### src/rtl/dma_desc_frontend.sv
module dma_desc_frontend #(
  parameter int DEPTH        = 4,
  parameter int RESET_CYCLES = 8,
  localparam int AW  = $clog2(DEPTH),
  localparam int CW  = AW + 1,
  localparam int RCW = $clog2(RESET_CYCLES + 1)
) (
  input  logic         clk,
  input  logic         rst_n,
  input  logic         reg_wr,
  input  logic [3:0]   reg_addr,
  input  logic [31:0]  reg_wdata,
  output logic [31:0]  reg_rdata,
  output logic         desc_valid,
  input  logic         desc_ready,
  output logic [255:0] desc_data,
  input  logic         cpl_valid,
  input  logic [7:0]   cpl_error,
  input  logic         cpl_early,
  output logic         irq
);

  logic [31:0]    stage [8];
  logic [255:0]   mem [DEPTH];
  logic [AW-1:0]  wp, rp;
  logic [CW-1:0]  cnt;
  logic [5:0]     ctl;
  logic           inflight, fl_cie, fl_eie;
  logic [7:0]     fl_emask;
  logic [15:0]    fl_seq, rd_seq, wr_seq;
  logic           irq_pend, st_err, st_early, ovf;
  logic [RCW-1:0] rst_cnt;

  wire resetting = rst_cnt != '0;
  wire ctl_wr    = reg_wr && reg_addr == 4'd1;
  wire sw_rst    = ctl_wr && reg_wdata[1];
  wire st_w1c    = reg_wr && reg_addr == 4'd0;
  wire commit    = reg_wr && reg_addr == 4'd15 && reg_wdata[31];
  wire full      = cnt == CW'(DEPTH);
  wire halt      = ctl[0] | ctl[5] | st_err | st_early;
  wire push      = commit && !full && !resetting;
  wire pop       = desc_valid && desc_ready;
  wire cpl       = cpl_valid && inflight && !resetting;
  wire raise     = cpl && (fl_cie || |(cpl_error & fl_emask) || (cpl_early && fl_eie));
  wire busy      = cnt != '0 || inflight;

  assign desc_valid = cnt != '0 && !inflight && !halt && !resetting;
  assign desc_data  = mem[rp];
  assign irq        = irq_pend & ctl[4];

  always_ff @(posedge clk or negedge rst_n)
    if (!rst_n)
      for (int i = 0; i < 8; i++) stage[i] <= '0;
    else if (reg_wr && reg_addr[3])
      stage[reg_addr[2:0]] <= reg_wdata;

  always_ff @(posedge clk)
    if (push && !sw_rst)
      mem[wp] <= {reg_wdata, stage[6], stage[5], stage[4], stage[3],
                  stage[2], stage[1], stage[0]};

  always_ff @(posedge clk or negedge rst_n) begin
    if (!rst_n) begin
      wp <= '0; rp <= '0; cnt <= '0; ctl <= '0;
      inflight <= 1'b0; fl_cie <= 1'b0; fl_eie <= 1'b0; fl_emask <= '0;
      fl_seq <= '0; rd_seq <= '0; wr_seq <= '0;
      irq_pend <= 1'b0; st_err <= 1'b0; st_early <= 1'b0; ovf <= 1'b0;
      rst_cnt <= '0;
    end else if (sw_rst) begin
      wp <= '0; rp <= '0; cnt <= '0; ctl <= '0;
      inflight <= 1'b0; rd_seq <= '0; wr_seq <= '0;
      irq_pend <= 1'b0; st_err <= 1'b0; st_early <= 1'b0; ovf <= 1'b0;
      rst_cnt <= RCW'(RESET_CYCLES);
    end else begin
      if (resetting) rst_cnt <= rst_cnt - 1'b1;
      if (ctl_wr) ctl <= reg_wdata[5:0] & 6'b111101;
      if (push) wp <= (wp == AW'(DEPTH - 1)) ? '0 : wp + 1'b1;
      if (pop) begin
        rp       <= (rp == AW'(DEPTH - 1)) ? '0 : rp + 1'b1;
        inflight <= 1'b1;
        fl_cie   <= desc_data[238];
        fl_eie   <= desc_data[239];
        fl_emask <= desc_data[247:240];
        fl_seq   <= desc_data[111:96];
        rd_seq   <= desc_data[111:96];
      end
      cnt <= cnt + CW'(push) - CW'(pop);
      if (cpl) begin
        inflight <= 1'b0;
        wr_seq   <= fl_seq;
      end
      irq_pend <= (irq_pend & !(st_w1c & reg_wdata[9])) | raise;
      st_err   <= (st_err & !(st_w1c & reg_wdata[7])) | (cpl && ctl[2] && cpl_error != '0);
      st_early <= (st_early & !(st_w1c & reg_wdata[8])) | (cpl && ctl[3] && cpl_early);
      ovf      <= (ovf & !(st_w1c & reg_wdata[10])) | (commit && full && !resetting);
    end
  end

  always_comb begin
    reg_rdata = '0;
    case (reg_addr)
      4'd0: reg_rdata = {21'b0, ovf, irq_pend, st_early, st_err, resetting, halt,
                         1'b0, 1'b1, full, cnt == '0, busy};
      4'd1: reg_rdata = {26'b0, ctl};
      4'd2: reg_rdata = {15'b0, inflight, 16'(cnt)};
      4'd3: reg_rdata = {wr_seq, rd_seq};
      default: if (reg_addr[3]) reg_rdata = stage[reg_addr[2:0]];
    endcase
  end

endmodule

### config.mk
export PLATFORM = sky130hd
export DESIGN_NAME = dma_desc_frontend
export DESIGN_NICKNAME = d
export VERILOG_FILES = /design/src/rtl/dma_desc_frontend.sv
export SDC_FILE = /design/constraint.sdc
export NUM_CORES = 1
export LEC_CHECK = 0
export CORE_MARGIN = 4
export CORE_UTILIZATION = 45
export DETAILED_ROUTE_END_ITERATION = 7
export HOLD_SLACK_MARGIN = 0.08
export PLACE_DENSITY = 0.66
export SYNTH_ARGS = -nofsm -noshare
export SYNTH_HDL_FRONTEND = slang
export SYNTH_SLANG_ARGS = --single-unit
export TNS_END_PERCENT = 50
### constraint.sdc
create_clock -name clk -period 8.6 [get_ports clk]
set_input_delay 2.58 -clock clk [delete_from_list [all_inputs] [get_ports clk]]
set_output_delay 2.58 -clock clk [all_outputs]
set_load 0.01 [all_outputs]
==> results.cfg <==
[power_and_ir_drop]
power_density_nw_per_um2 = 299
p_total_mw = 18.6
p_leak_nw = 21.2
ir_drop_v = 0.000209

[placed_design]
place_area_um2 = 57600
post-dp-hpwl_mm = 89.5
place_congestion = 0.941
portBuffers = 339

[floorplan]
num_rows = 124
floorplan.die_area_um2 = 122000
start_util_pct = 45.5
core_area_um2 = 115000
die_w_um = 349
die_h_um = 349
io_pins = 340

[worst_setup_path]
crit_required_ps = 6020
start_kind = input port
crit_path_end_kind = output port
path_max_fanout = 38
criticalPathCategory = in -> out
cp.arrival_ps = 5390

[detailed_routing]
via_per_inst = 5.91
drt-total-wl_mm = 136
postRouteAntennaNets = 0
wl_per_cell_um = 29.8
via_count = 26981
drc = 0
drt_iter0_drc = 2850
drt-pass1-iter-count = 7

[cells_and_area]
final_common_cell = edfxtp_1
register_area_um2 = 39100
drive_gt1_share_pct = 28.1
multi_input_area_um2 = 12500
final_area_um2 = 62300
mostFrequentLayoutCells = edfxtp_1 (1024), clkdlybuf4s50_1 (334), dfrtp_1 (333)
area_growth_pct = 19.2
final_nets = 2991
fillCellCount = 8748

[global_route]
grt_max_degree = 134
grt_pass1_wl_mm = 196
overflow = 0
groute.usage.overall_pct = 22.3
grt_pass1_vias = 27410
antenna_found_initial = 9

[yosys]
yosysTopAreaCell = edfxtp_1
seq_area_frac_synth_pct = 74.9
synth_cells = 2536
synth-seq-cells = 1359
yosys_warnings = 0
async_flop_share_pct = 24.7
ys.flop_type = edfxtp_1
synth_nets = 2595
yosys-top-cells-area = edfxtp_1 (59%), dfrtp_1 (16%), mux4_2 (11%), mux2_2 (6.4%), a22o_1 (0.72%)
synth_cell_types = 61
synth_area_um2 = 52200
synth_top_area_share_pct = 58.9
synth-edff-count = 1024
syn_area_per_cell_um2 = 20.6

[sta]
clock_skew_ps = 22.0
worst_slew_pin_slew_ps = 1250
fmax_mhz = 126
hold_viol_final = 0
fin_crit_sh_pct = 92.6
setup_viol = 0
maxSlewHeadroom_pct = 16.8
rsz0062_at_grt = no
drv_slew = 0
finalCriticalPeriod_ps = 7970

[run_status]
status = finished, final reports clean

[clock_tree]
cts.sinks = 1359
root_buffer = clkbuf_16
cts.repair.resized = 0
clk_pin_slew_ps = 60
hold_buffers = 0
postCtsSetupBuffers = 0
cts_tree = yes
cts_buffers = 138
cts_max_level = 4
cts_buffer_depth = 3
clk_latency_ps = 750

[hold_path]
min_path_type = reg -> reg

[flow_run]
drv_cap = 0
cell families after synthesis:
family | share of synthesized area (%)
muxes | 18.7
adders and majority gates | 0.230
and+or+nand+nor | 1.67
AOI/OAI and AO/OA | 3.16
xor gates and xnor gates | 0.0838
buffers and inverters | 1.31
DFF | 74.9
per-layer routing:
layer  share of wire [%]  global-route usage (%)
met2                  52                    38.3
met5               0.024                       0
met3                 6.9                    3.97
met4                 2.7                    6.83
met1                  39                    29.2
worst max-delay path: stages:
cell             delay (ps)
buf_4                   490
buf_4                   440
buf_4                   350
mux2i_1                 130
o21ai_0                 240
o22ai_1                 120
a2bb2oi_1               320
clkdlybuf4s50_1         620
through the flow:
step                      instances  setup TNS [ps]  worst slack [ps]  util [%]  hold slack (ps)
after floorplan                2536         -772430             -1510         -              458
after global placement         4304               0               814      50.2              470
after detailed placement       4304               0               723      50.2              477
after CTS                      4562               0               717      54.3              491
after global routing           4562               0               577      54.3              505
final                          4563               0               634      54.3              494
report_power, final:
| group | internal (mW) | leakage [nW] | total (mW) | switching, mW |
|---|---|---|---|---|
| Clock | 3.60 | 2.28 | 6.08 | 2.48 |
| Combinational | 2.18 | 5.51 | 4.02 | 1.84 |
| Sequential | 7.74 | 13.4 | 8.52 | 0.773 |
| Total | 13.5 | 21.2 | 18.6 | 5.10 |
final cells by class:
| class | count | area share (%) |
|---|---|---|
| flip-flops and latches | 1359 | 62.8 |
| inverters | 8 | 0.0482 |
| repair buffers | 402 | 6.51 |
| multi-input cells | 1023 | 20.1 |
| well taps | 1512 | 3.04 |
| clock inverters | 76 | 1.39 |
| diodes | 1 | 0.00402 |
| clock buffers | 182 | 6.10 |
state kept, by name, indices dropped and copies added (netlist names), 3 cells and up:
signal    count
wr_seq       16
rd_seq       16
fl_emask      8
cnt           3
stage       256
fl_seq       16
mem        1024
ctl           5
rst_cnt       4
cell usage after synthesis (all sizes together) (3+ instances only):
master,count
nor3b,3
a32oi,3
nand3,5
a22oi,25
a21oi,36
inv,7
o22ai,6
nand2,58
dfrtp,335
ha,8
a221oi,29
nand3b,10
nor2,36
mux4,258
nor4,6
nor3,8
nand2b,12
a221o,6
edfxtp,1024
a31oi,11
mux2,322
nand4,7
o21ai,34
o31ai,3
xnor2,4
mux2i,31
nor2b,4
a22o,43
clkbuf,56
buf,90
a21o,10
o211ai,10
and2,10
worst paths after layout:
check                                  from      endpoint  slack (ps)  depth (start not counted)
max in group asynchronous             rst_n     stage[73]        5250                          2
worst min register to register   fl_seq[11]    fl_seq[11]         490                          1
worst min-delay path             fl_seq[11]    fl_seq[11]         490                          1
worst max-delay path            reg_addr[2]  reg_rdata[2]         630                          8
worst max register to register   rst_cnt[0]        cnt[2]        4740                         12
min in group asynchronous             rst_n    stage[246]        1800                          1
No activity file was read; power rests on OpenSTA's default activity.
